$ cat config.mk
export PLATFORM = sky130hd
export DESIGN_NAME = clkpm_ctrl
export DESIGN_NICKNAME = d
export VERILOG_FILES = /design/src/rtl/clkpm_pkg.sv /design/src/rtl/clkpm_prescale.sv /design/src/rtl/clkpm_settle.sv /design/src/rtl/clkpm_seq.sv /design/src/rtl/clkpm_ctrl.sv
export SDC_FILE = /design/constraint.sdc
export NUM_CORES = 1
export LEC_CHECK = 0
export ABC_AREA = 0
export BUFFER_PORTS_ARGS = -buffer_cell sky130_fd_sc_hd__buf_2
export CAP_MARGIN = 10
export CORE_ASPECT_RATIO = 1.1
export CORE_MARGIN = 2
export CORE_UTILIZATION = 30
export CTS_BUF_LIST = sky130_fd_sc_hd__clkbuf_8 sky130_fd_sc_hd__clkbuf_16
export DETAILED_ROUTE_END_ITERATION = 6
export GPL_ROUTABILITY_DRIVEN = 0
export PLACE_DENSITY = 0.5
export RECOVER_POWER = 25
export SETUP_SLACK_MARGIN = 0.15
export SLEW_MARGIN = 20
export SYNTH_ARGS = -nofsm -noshare
export SYNTH_HDL_FRONTEND = slang
export SYNTH_SLANG_ARGS = --single-unit
$ cat constraint.sdc
create_clock -name clk -period 1.7 [get_ports clk]
set_input_delay 0 -clock clk [delete_from_list [all_inputs] [get_ports clk]]
set_output_delay 0 -clock clk [all_outputs]
set_load 0.02 [all_outputs]
$ cat src/rtl/clkpm_pkg.sv
package clkpm_pkg;

    typedef enum logic [1:0] {
        PM_RUN  = 2'd0,
        PM_IDLE = 2'd1,
        PM_HALT = 2'd2,
        PM_WAKE = 2'd3
    } pm_state_e;

    // Map a written mode code onto a requested state; code 3 is reserved.
    function automatic pm_state_e decode_mode(input logic [1:0] code);
        pm_state_e r;
        case (code)
            2'd1:    r = PM_IDLE;
            2'd2:    r = PM_HALT;
            default: r = PM_RUN;
        endcase
        return r;
    endfunction

endpackage

$ cat src/rtl/clkpm_prescale.sv
module clkpm_prescale #(
    parameter int SEL_W   = 3,
    parameter int MAX_LOG = 6
) (
    input  logic             clk,
    input  logic             rst_n,
    input  logic             run,
    input  logic             ps_en,
    input  logic [SEL_W-1:0] ps_sel,
    output logic             tick
);
    localparam int CNT_W = MAX_LOG;

    typedef struct packed {
        logic             phase;
        logic [CNT_W-1:0] cnt;
    } pre_regs_t;

    pre_regs_t q, d;
    int                 eff;
    logic [CNT_W:0]     span;
    logic [CNT_W-1:0]   limit;
    logic               base;

    always_comb begin
        // Select values above the largest ratio saturate to it.
        eff   = (int'(ps_sel) > MAX_LOG) ? MAX_LOG : int'(ps_sel);
        span  = (CNT_W+1)'(1) << eff;
        limit = CNT_W'(span - (CNT_W+1)'(1));
        base  = run && q.phase;
        tick  = base && (!ps_en || (q.cnt == limit));

        d = q;
        if (!run) begin
            d = '0;
        end else begin
            d.phase = ~q.phase;
            if (base) begin
                d.cnt = tick ? '0 : q.cnt + CNT_W'(1);
            end
        end
    end

    always_ff @(posedge clk) begin
        if (!rst_n) q <= '0;
        else        q <= d;
    end

endmodule

$ cat src/rtl/clkpm_settle.sv
module clkpm_settle #(
    parameter int SETTLE_CYC = 16
) (
    input  logic clk,
    input  logic rst_n,
    input  logic en,
    output logic done
);
    localparam int SETTLE_W = (SETTLE_CYC > 1) ? $clog2(SETTLE_CYC) : 1;

    logic [SETTLE_W-1:0] cnt_q, cnt_d;

    always_comb begin
        done  = en && (cnt_q == SETTLE_W'(SETTLE_CYC - 1));
        cnt_d = '0;
        if (en && !done) cnt_d = cnt_q + SETTLE_W'(1);
    end

    always_ff @(posedge clk) begin
        if (!rst_n) cnt_q <= '0;
        else        cnt_q <= cnt_d;
    end

endmodule

$ cat src/rtl/clkpm_seq.sv
module clkpm_seq
    import clkpm_pkg::*;
#(
    parameter int SEL_W = 3
) (
    input  logic             clk,
    input  logic             rst_n,
    input  logic             cfg_wr,
    input  logic [1:0]       cfg_mode,
    input  logic             cfg_ps_en,
    input  logic [SEL_W-1:0] cfg_ps_sel,
    input  logic             wake_req,
    input  logic             tick,
    input  logic             settle_done,
    output pm_state_e        state,
    output logic             ps_en,
    output logic [SEL_W-1:0] ps_sel
);
    typedef struct packed {
        pm_state_e        state;
        logic             ps_en;
        logic [SEL_W-1:0] ps_sel;
        pm_state_e        pend_mode;
        logic             pend_ps;
        logic [SEL_W-1:0] pend_sel;
    } seq_regs_t;

    seq_regs_t q, d;

    always_comb begin
        d = q;

        // Pending request: a wake overrides the mode of a coincident write.
        if (cfg_wr) begin
            d.pend_mode = decode_mode(cfg_mode);
            d.pend_ps   = cfg_ps_en;
            d.pend_sel  = cfg_ps_sel;
        end
        if (wake_req) d.pend_mode = PM_RUN;

        case (q.state)
            PM_RUN, PM_IDLE: begin
                // Apply only at a pulse, where the derived clock returns low.
                if (tick) begin
                    d.state  = q.pend_mode;
                    d.ps_en  = q.pend_ps;
                    d.ps_sel = q.pend_sel;
                end
            end
            PM_HALT: begin
                if (wake_req) d.state = PM_WAKE;
            end
            PM_WAKE: begin
                if (settle_done) begin
                    d.state  = PM_RUN;
                    d.ps_en  = q.pend_ps;
                    d.ps_sel = q.pend_sel;
                end
            end
            default: d.state = PM_RUN;
        endcase
    end

    always_ff @(posedge clk) begin
        if (!rst_n) begin
            q.state     <= PM_RUN;
            q.ps_en     <= 1'b0;
            q.ps_sel    <= '0;
            q.pend_mode <= PM_RUN;
            q.pend_ps   <= 1'b0;
            q.pend_sel  <= '0;
        end else begin
            q <= d;
        end
    end

    assign state  = q.state;
    assign ps_en  = q.ps_en;
    assign ps_sel = q.ps_sel;

endmodule

$ cat src/rtl/clkpm_ctrl.sv
module clkpm_ctrl
    import clkpm_pkg::*;
#(
    parameter int SEL_W      = 3,
    parameter int MAX_LOG    = 6,
    parameter int SETTLE_CYC = 16
) (
    input  logic             clk,
    input  logic             rst_n,
    input  logic             cfg_wr,
    input  logic [1:0]       cfg_mode,
    input  logic             cfg_ps_en,
    input  logic [SEL_W-1:0] cfg_ps_sel,
    input  logic             wake_req,
    output logic             core_ce,
    output logic             periph_ce,
    output logic             osc_en,
    output logic [1:0]       mode_o,
    output logic             ps_on
);
    pm_state_e        state;
    logic             ps_en;
    logic [SEL_W-1:0] ps_sel;
    logic             tick;
    logic             running;
    logic             settling;
    logic             settle_done;

    assign running  = (state == PM_RUN) || (state == PM_IDLE);
    assign settling = (state == PM_WAKE);

    clkpm_seq #(.SEL_W(SEL_W)) seq_i (
        .clk         (clk),
        .rst_n       (rst_n),
        .cfg_wr      (cfg_wr),
        .cfg_mode    (cfg_mode),
        .cfg_ps_en   (cfg_ps_en),
        .cfg_ps_sel  (cfg_ps_sel),
        .wake_req    (wake_req),
        .tick        (tick),
        .settle_done (settle_done),
        .state       (state),
        .ps_en       (ps_en),
        .ps_sel      (ps_sel)
    );

    clkpm_prescale #(.SEL_W(SEL_W), .MAX_LOG(MAX_LOG)) pre_i (
        .clk    (clk),
        .rst_n  (rst_n),
        .run    (running),
        .ps_en  (ps_en),
        .ps_sel (ps_sel),
        .tick   (tick)
    );

    clkpm_settle #(.SETTLE_CYC(SETTLE_CYC)) settle_i (
        .clk   (clk),
        .rst_n (rst_n),
        .en    (settling),
        .done  (settle_done)
    );

    assign periph_ce = tick;
    assign core_ce   = tick && (state == PM_RUN);
    assign osc_en    = (state != PM_HALT);
    assign mode_o    = state;
    assign ps_on     = ps_en;

endmodule

---- Word level (Yosys, flattened, before mapping) ----
Index checks and enable logic that the tools add are counted.
storage, ports and cells
  register bits ........................... 23
  input bits .............................. 10
  output and inout port bits .............. 6
cells by class
  add/subtract/negate cells ............... 3
  magnitude comparators ................... 1
  eq/ne operators ......................... 11
  shift operators ......................... 1
  muxes and demuxes ....................... 8
  bitwise logic cells ..................... 2
  reduce and logical (&&, ||, !) cells .... 17
operators with widths
  cell                  number
  $shl 1x32->6 const A  1
  $mux 6                3
  $ne 2x2->1 const B    4
  $pmux 4 s2            1
  $add 6x1->6 const B   1
  $eq 2x2->1 const B    3
  $eq 6x6->1            1
  $pmux 2 s3            1
  $reduce_and 3->1      2
  $sub 6x1->6 const B   1
  $logic_and 1x1->1     5
  $add 4x1->4 const B   1
  $eq 2x1->1 const B    2
  $eq 4x4->1 const B    1
  $pmux 2 s2            1
  $reduce_and 2->1      2
  $reduce_or 2->1       2
  $gt 3x3->1 const B    1
  $mux 3                1
  $logic_not 1->1       2
  $logic_not 2->1       1
  $logic_or 1x1->1      2
  $mux 2                1
  $not 1->1             2
  $reduce_bool 2->1     1

---- Longest topological paths before layout ----
Gate-level depths: netlist (run 1).
  word-level depth ........................ 9
  mapped depth ............................ 6
  gate-level depth less buffers ........... 6

---- Modules after synthesis ----
Synthesis (run 1) repeated with hierarchy kept, for this count alone.
unflattened totals
  cells, all modules ...................... 134
  area total of the unflattened synthesis .. 1239.9 um2
by module, submodules not included
  module          times used  cells each  area each (um2)  seq. area each (um2)
  clkpm_seq       1           55          546.8            240.2
  clkpm_prescale  1           58          508.0            140.1
  clkpm_settle    1           17          156.4            80.1
  clkpm_ctrl      1           4           28.8             0.0

---- Least setup slack after synthesis (run 1) ----
Ideal clock, no wire load.
  path type ............................... flip-flop to output port
  start point ............................. register, netlist name seq_i.ps_sel[1]
  end point ............................... output port core_ce
  arrival ................................. 2.035 ns
  data required time ...................... 1.700 ns
  path slack .............................. -0.335 ns
  cell stages (with the launch flop) ...... 7
  buffers on the path ..................... 0
  cells stage by stage .................... dfxtp_1 mux2_1 o41ai_2 a21oi_1 a221oi_4 and2_1 nor2b_1
between the ends
  word-level cells in the longest chain between the ends .. 8
ends and longest elaborated chain
  item                 line                  RTL
  $gt 3x3->1           clkpm_prescale.sv:27  eff = (int'(ps_sel) > MAX_LOG) ? MAX_LOG : int'(ps_sel);
  $mux 3 *             clkpm_prescale.sv:27
  $shl 1x32->6 *       clkpm_prescale.sv:28  span = (CNT_W+1)'(1) << eff;
  $sub 6x1->6 *        clkpm_prescale.sv:29  limit = CNT_W'(span - (CNT_W+1)'(1));
  $eq 6x6->1 *         clkpm_prescale.sv:31  tick = base && (!ps_en || (q.cnt == limit));
  $logic_or 1x1->1 *   clkpm_prescale.sv:31
  $logic_and 1x1->1 *  clkpm_prescale.sv:31
  net periph_ce        clkpm_ctrl.sv:16      output logic periph_ce,
  $logic_and 1x1->1 *  clkpm_ctrl.sv:64      assign core_ce = tick && (state == PM_RUN);
  to (decl)            clkpm_ctrl.sv:15      output logic core_ce,
Mark *: on every way through the listed nets, which the timed path passes. The rest lies on a longest branch.

---- Final worst setup path (run 1) ----
  start point ............................. register, netlist name seq_i.ps_sel[1]
  end point ............................... output port core_ce
between the ends
  word-level cells in the longest chain between the ends .. 8
ends and longest elaborated chain
  item                 line
  $gt 3x3->1           clkpm_prescale.sv:27
  $mux 3 *             clkpm_prescale.sv:27
  $shl 1x32->6 *       clkpm_prescale.sv:28
  $sub 6x1->6 *        clkpm_prescale.sv:29
  $eq 6x6->1 *         clkpm_prescale.sv:31
  $logic_or 1x1->1 *   clkpm_prescale.sv:31
  $logic_and 1x1->1 *  clkpm_prescale.sv:31
  $logic_and 1x1->1 *  clkpm_ctrl.sv:64
Every way passes the cells marked *; elsewhere a longest branch is shown, timed or not.

==> metrics.log, run 1 <==
INFO  metric outcome = finished with violations
INFO  metric failed_checks = setup timing
INFO  metric synth-warning-count = 0
INFO  metric skew = 0.00163 ns
INFO  metric ctsRootBufferMaster = clkbuf_8
INFO  metric finalSetupViolCount = 14
INFO  metric detail_route.wl_per_cell = 12.2 um
INFO  metric max-cap-violations = 0
INFO  metric globalRoute.totalOverflow = 0
INFO  metric setup.worst_path.end_class = output pin
INFO  metric drive_gt1_share = 31.9%
INFO  metric rsz0062_at_grt = yes
INFO  metric postSynth.topFlopCell = dfxtp_1
INFO  metric area_delta_synth_final = 36.5%
INFO  metric pin_count_of_the_biggest_net_entering_global_routing = 17
INFO  metric timing_worst_slew_pin_value = 0.499 ns
INFO  metric min_period = 1.93 ns
INFO  metric crit_arrival = 1.93 ns
INFO  metric synthesis.area_per_instance = 9.03 um2
INFO  metric detailedRoute.firstIterationViolations = 54
INFO  metric row_count = 23
INFO  metric critical_path_peak_fanout = 6
INFO  metric synth_sequential_area_ratio = 39.8%
INFO  metric syn-cell-area = 1160 um2
INFO  metric worstSkewPairLatency = 0.27 ns
INFO  metric power_per_cell_area = 675 nW/um2
INFO  metric track_usage = 13.2%
INFO  metric synth_edf_count = 0
INFO  metric level_count_of_the_clock_h_tree = 1
INFO  metric ys_async_sr_fraction = 0%
INFO  metric maxClockFrequency = 519 MHz
INFO  metric numClockSinks = 23
INFO  metric antenna-diode-count = 0
INFO  metric dp_worst_setup_slack = -0.173 ns
INFO  metric routed-via-count = 996
INFO  metric cts_tree = yes
INFO  metric viasPerCell = 4.68
INFO  metric io_buffers = 15
INFO  metric placeableCoreArea = 3680 um2
INFO  metric detailed_place.area = 1380 um2
INFO  metric drt-pass1-iter-count = 4
INFO  metric mappedNetlistNets = 140
INFO  metric initial_utilization = 31.4%
INFO  metric setup_ws_post_layout = -0.225 ns
INFO  metric clk_transition_reported_paths = 0.09 ns
INFO  metric fp.dieW = 63.2 um
INFO  metric numCtsBuffers = 3
INFO  metric ys_ff_latch = 23
INFO  metric hold_viol = 0
INFO  metric final_design_area_no_fill = 1580 um2
INFO  metric timing.critical_path.required = 1.70 ns
INFO  metric finalMaxSlewViolations = 0
INFO  metric cts-root-to-sink-buffers = 2
INFO  metric drtAntennaViolNets = 0
INFO  metric detail_route.wirelength = 2.60 mm
INFO  metric synthDistinctLibCells = 38
INFO  metric syn_inst = 128
INFO  metric critPathLaunchType = flop
INFO  metric floorplan.die.height = 69.1 um
INFO  metric grt_pass1_wl = 4.49 mm
INFO  metric hp-class = primary input to flop
INFO  metric die_area = 4370 um2
INFO  metric placed_insts = 199
INFO  metric layout.cells.non_filler = 213
INFO  metric num-nets-final = 176
INFO  metric crit_type = flop to output pin
INFO  metric antenna_found_initial = 0
INFO  metric io_pins = 16
INFO  metric drc_errors = 0
INFO  metric layout_worst_path_cycle_share = 113%
INFO  metric first_global_vias = 967
INFO  metric fillers = 411
INFO  metric hpwl = 1.86 mm
INFO  metric vdd_drop_max = 0.000573 V
INFO  metric timing.max_slew.rel_slack = 66.7%
INFO  metric leakage = 0.656 nW
INFO  metric final_util = 42.8%
## cell usage after synthesis, types with 2 or more instances
master / n / area [um2]
ha_1: 2 / 25.0
nand3b_1: 3 / 22.5
xnor2_1: 4 / 35.0
buf_4: 2 / 15.0
nand2_1: 13 / 48.8
clkbuf_1: 4 / 15.0
nand4_1: 2 / 12.5
nand2b_1: 5 / 31.3
dfxtp_1: 23 / 460
mux2i_1: 9 / 90.1
o21ai_0: 2 / 10.0
inv_1: 4 / 15.0
nor2_1: 9 / 33.8
and3_1: 2 / 12.5
nor3_1: 3 / 15.0
nor2b_1: 9 / 56.3
a21o_1: 2 / 15.0
nand3_1: 5 / 25.0
a31o_1: 2 / 17.5
a21oi_1: 5 / 25.0
## metal layers
metal	global-route usage, %	routed length [um]
met2	20.9	1270
met1	16.2	1200
met5	0	0
met4	6.52	52
met3	3.92	79
## registers in the layout, summed over array words and instances, names as in the netlist
register        count
seq_i.state         2
seq_i.ps_sel        3
settle_i.cnt_q      4
seq_i.q             6
pre_i.q             7
seq_i.ps_en         1
## logic make-up (layout without fill, tap and decap cells)
logic type | Yosys count | in the layout | share of synthesized area [%]
AOI/OAI and AO/OA | 21 | 21 | 15.3
buffers and inverters | 10 | 45 | 3.89
muxes | 10 | 10 | 8.77
xor gates and xnor gates | 5 | 5 | 3.79
DFF | 23 | 23 | 39.8
adders and majority gates | 2 | 2 | 2.16
and+or+nand+nor | 57 | 57 | 26.3
## final cells by class
cell class / instances / area (um2) / share of cell area [%]
Multi-Input combinational cell: 95 / 707 / 44.8
Clock inverter: 1 / 7.51 / 0.476
Inverter: 4 / 15.0 / 0.952
Clock buffer: 3 / 41.3 / 2.62
Tap cell: 50 / 62.6 / 3.97
Timing Repair Buffer: 37 / 275 / 17.4
Sequential cell: 23 / 469 / 29.7
## per-stage QoR
stage / setup TNS [ns] / power (W) / hold slack [ns]
2_1_floorplan: -0.0729 / 0.000654 / 0.162
3_3_place_gp: -0.806 / 0.000693 / 0.259
3_5_place_dp: -1.54 / 0.000695 / 0.266
4_1_cts: -1.60 / 0.00108 / 0.00167
5_1_grt: -3.66 / 0.00112 / 0.0216
6_report: -2.18 / 0.00107 / 0.00458
## layout by cell type (no fill, tap or decap), types with 4 or more instances in the layout
| master | instances |
|---|---|
| nand2_1 | 13 |
| inv_1 | 4 |
| mux2i_1 | 9 |
| buf_2 | 13 |
| dlygate4sd3_1 | 6 |
| xnor2_1 | 4 |
| nand2b_1 | 5 |
| nor2b_1 | 7 |
| nand3_1 | 5 |
| buf_4 | 14 |
| nor2_1 | 9 |
| dfxtp_1 | 20 |
| buf_6 | 4 |
## worst paths after layout
| path | startpoint | endpoint | slack, ns | cells after the start |
|---|---|---|---|---|
| worst max-delay path | seq_i.ps_sel[1]$_SDFFE_PN0P_ | core_ce | -0.23 | 7 |
| worst min register to register | seq_i.q[2]$_SDFFE_PN0P_ | seq_i.ps_sel[2]$_SDFFE_PN0P_ | 0.46 | 2 |
| worst min-delay path | cfg_ps_sel[2] | seq_i.q[2]$_SDFFE_PN0P_ | 0.005 | 3 |
| worst max register to register | seq_i.ps_sel[1]$_SDFFE_PN0P_ | seq_i.state[0]$_SDFFE_PN0P_ | -0.21 | 8 |
## worst max-delay path: stages (launching register included)
cell and delay, ns:
dfxtp_4 0.38, mux2_4 0.31, o41ai_4 0.22, a21oi_2 0.08, a221oi_4 0.23, and2_4 0.19, nor2b_4 0.13, buf_6 0.12
## repair_timing
item | in CTS | in global routing
endpoints found under the hold margin | 5 | 0
setup buffers | 2 | 2
resized for setup | 7 | 11
pin swaps | 1 | 3
endpoints found under the setup margin | 14 | 14
hold buffers | 6 | 0
## power by group
group	switching [W]	total, W	internal (W)	leakage (nW)
Clock	0.000194	0.000360	0.000166	0.0217
Sequential	0.0000137	0.000564	0.000550	0.189
Combinational	0.0000668	0.000141	0.0000746	0.446
(Power assumes the default switching activity.)
==> inputs of run 2 (changes only) <==
--- a/config.mk
+++ b/config.mk
@@ -9,4 +9,6 @@
 export BUFFER_PORTS_ARGS = -buffer_cell sky130_fd_sc_hd__buf_2
 export CAP_MARGIN = 10
+export CELL_PAD_IN_SITES_DETAIL_PLACEMENT = 1
+export CELL_PAD_IN_SITES_GLOBAL_PLACEMENT = 1
 export CORE_ASPECT_RATIO = 1.1
 export CORE_MARGIN = 2
@@ -15,5 +17,5 @@
 export DETAILED_ROUTE_END_ITERATION = 6
 export GPL_ROUTABILITY_DRIVEN = 0
-export PLACE_DENSITY = 0.5
+export PLACE_DENSITY = 0.59
 export RECOVER_POWER = 25
 export SETUP_SLACK_MARGIN = 0.15
==> constraint.sdc (replaced) <==
create_clock -name clk -period 2.2 [get_ports clk]
set_input_delay 0 -clock clk [delete_from_list [all_inputs] [get_ports clk]]
set_output_delay 0 -clock clk [all_outputs]
set_load 0.005 [all_outputs]
==> run 2 against run 1 <==
  * The flow finishes with violations (hold timing)
  * Global-route usage fell by 0.66 points
  * Clock power shrank 28%
  * Register-to-register slack gained 0.45 ns
  * Sequential cell count unchanged
  * Sequential power fell by 22%
  * Cell count fell by 7.0%
  * Die area unchanged
  * Highest routed layer unchanged
==> metrics.log, run 2 (synthesis gave the netlist of run 1 again) <==
INFO  metric antenna_found_initial = 0 (unchanged)
INFO  metric drc_errors = 0 (unchanged)
INFO  metric worst_hold_check_slack = -0.000973 ns (-0.00556 ns)
INFO  metric fp.dieW = 63.2 um (unchanged)
INFO  metric placeableCoreArea = 3680 um2 (unchanged)
INFO  metric setup.worst_path.end_class = output pin
INFO  metric hold_viol = 1 (+1)
INFO  metric finalSetupViolCount = 0 (-14)
INFO  metric die_area = 4370 um2 (unchanged)
INFO  metric globalRoute.totalOverflow = 0 (unchanged)
INFO  metric fillers = 459 (+12%)
INFO  metric floorplan.die.height = 69.1 um (unchanged)
INFO  metric initial_utilization = 31.4% (unchanged)
INFO  metric max_ffs_per_register = 7 (unchanged)
INFO  metric hp-class = primary input to flop
INFO  metric cts_tree = yes
INFO  metric io_pins = 16 (unchanged)
INFO  metric io_buffers = 15 (unchanged)
INFO  metric drtAntennaViolNets = 0 (unchanged)
INFO  metric hpwl = 1.91 mm (+2.5%)
INFO  metric worstSkewPairLatency = 0.26 ns (about the same)
INFO  metric drt-pass1-iter-count = 4 (unchanged)
INFO  metric timing.max_slew.rel_slack = 67.2% (+0.52 points)
INFO  metric final_util = 37.8% (-5.0 points)
INFO  metric detail_route.wirelength = 2.53 mm (-2.9%)
INFO  metric finalMaxSlewViolations = 0 (unchanged)
INFO  metric crit_path_cell_trace = mux2_4, o41ai_2, a21oi_2, a221oi_4, and2_4, nor2b_4, buf_2
INFO  metric rsz0062_at_grt = no
INFO  metric ctsRootBufferMaster = clkbuf_8
INFO  metric top_registers = pre_i.q (7), seq_i.q (6), settle_i.cnt_q (4)
INFO  metric final_design_area_no_fill = 1390 um2 (-12%)
INFO  metric slowest_cell_on_the_critical_path = dfxtp_1
INFO  metric detailed_place.area = 1270 um2 (-7.6%)
INFO  metric antenna-diode-count = 0 (unchanged)
INFO  metric first_global_vias = 1061 (+9.7%)
INFO  metric crit_type = flop to output pin
INFO  metric ff2ff_path_depth = 7 (-1)
INFO  metric drive_gt1_share = 23.6% (-8.3 points)
INFO  metric most_frequent_standard_cell_in_the_layout_excluding_fill_and_tap_cells = dfxtp_1
INFO  metric viasPerCell = 4.87 (+4.2%)
INFO  metric fin_setup_tns = 0 ns (+2.18 ns)
INFO  metric power_per_cell_area = 559 nW/um2 (-17%)
INFO  metric min_period = 1.96 ns
INFO  metric track_usage = 12.5% (-0.66 points)
INFO  metric vdd_drop_max = 0.000281 V (-51%)
INFO  metric timing.critical_path.required = 2.20 ns (+0.50 ns)
INFO  metric critical_path_peak_fanout = 6 (unchanged)
INFO  metric timing_worst_slew_pin_value = 0.491 ns (-0.00783 ns)
INFO  metric num-nets-final = 161 (-8.5%)
INFO  metric maxClockFrequency = 511 MHz
INFO  metric routed-via-count = 965 (-3.1%)
INFO  metric numCtsBuffers = 3 (unchanged)
INFO  metric grt_pass1_wl = 4.46 mm (-0.76%)
INFO  metric level_count_of_the_clock_h_tree = 1 (unchanged)
INFO  metric layout_worst_path_cycle_share = 89.0%
INFO  metric cts-root-to-sink-buffers = 2 (unchanged)
INFO  metric max-cap-violations = 0 (unchanged)
INFO  metric numClockSinks = 23 (unchanged)
INFO  metric outcome = finished with violations
INFO  metric min_path_cells = 3 (unchanged)
INFO  metric ff_latch_area = 465 um2 (-0.80%)
INFO  metric crit_arrival = 1.96 ns (+0.03 ns)
INFO  metric multiInputGateArea = 673 um2 (-4.8%)
INFO  metric area_delta_synth_final = 20.6%
INFO  metric pin_count_of_the_biggest_net_entering_global_routing = 19 (+2)
INFO  metric critPathLaunchType = flop
INFO  metric leading_cell_types_in_the_layout_fill_and_taps_excluded = dfxtp_1, buf_2, nand2_1
INFO  metric clk_transition_reported_paths = 0.08 ns (about the same)
INFO  metric detail_route.wl_per_cell = 12.8 um (+4.4%)
INFO  metric regMostFlops = pre_i.q
INFO  metric leakage = 0.569 nW (-13%)
INFO  metric detailedRoute.firstIterationViolations = 22 (-59%)
INFO  metric crit_path_max_incr_delay = 0.37 ns (about the same)
INFO  metric skew = 0.00311 ns (+0.00149 ns)
INFO  metric row_count = 23 (unchanged)
INFO  metric failed_checks = hold timing
==> run 2: changes by cell type in the layout (fill, tap and decap cells not counted), sizes merged <==
cell         change
buf             -11
dlygate4sd3      -4
clkinvlp         -1
inv              +1
==> run 2: path summary, 6_finish.rpt <==
| path | start | to | slack (ns) |
|---|---|---|---|
| max reg2reg | pre_i.q[1]$_SDFFE_PN0P_ | seq_i.state[0]$_SDFFE_PN0P_ | 0.24 |
| min reg2reg | settle_i.cnt_q[0]$_SDFF_PN0_ | settle_i.cnt_q[0]$_SDFF_PN0_ | 0.46 |
| min | cfg_ps_en | seq_i.q[3]$_SDFFE_PN0P_ | -0.001 |
| max | pre_i.q[1]$_SDFFE_PN0P_ | core_ce | 0.24 |
==> run 2: timing repair <==
action                                  in CTS  in global routing
hold endpoints to repair                     2                  0
pin swaps                                    0                  2
cloned                                       0                  0
setup buffers                                1                  3
endpoints found under the setup margin       3                  2
gates resized for setup                      1                  9
hold buffers                                 2                  0
==> run 2: layout make-up <==
| class | instances | area share [%] |
|---|---|---|
| multi-input cells | 95 | 48.3 |
| flip-flops and latches | 23 | 33.4 |
| repair buffers | 22 | 9.52 |
| well taps | 50 | 4.49 |
| clock buffers | 3 | 2.96 |
| inverters | 4 | 1.08 |
| clock inverters | 1 | 0.269 |
==> run 2: report_power, final <==
group / switching (W) / total [W] / leakage (nW) / internal (W)
Clock: 0.000135 / 0.000260 / 0.0269 / 0.000125
Sequential: 0.0000138 / 0.000440 / 0.188 / 0.000426
Combinational: 0.0000374 / 0.0000791 / 0.354 / 0.0000417
==> run 2: metal layers <==
layer / track usage (%) / routed length, um / vias up
met5: 0 / 0 / -
met1: 14.8 / 1150 / 451
li1: - / - / 485
met3: 2.45 / 81 / 9
met2: 21.0 / 1230 / 20
met4: 7.25 / 64 / 0
==> run 2: critical path: cells and delay by family (launching register included) <==
kind / cells / cell delay [ns]
AND/OR/NAND/NOR: 2 / 0.30
buffers and inverters: 1 / 0.10
AO/OA/AOI/OAI: 3 / 0.63
multiplexers: 1 / 0.29
flip-flops: 1 / 0.37
==> run 2: per-stage QoR <==
stage,power [W],setup WS [ns],instances,hold slack [ns]
2_1_floorplan,0.000495,0.401,128,0.162
3_3_place_gp,0.000517,0.272,188,0.256
3_5_place_dp,0.000521,0.146,188,0.272
4_1_cts,0.000785,0.188,195,0.00120
5_1_grt,0.000824,0.148,198,0.00149
6_report,0.000779,0.241,198,-0.000973
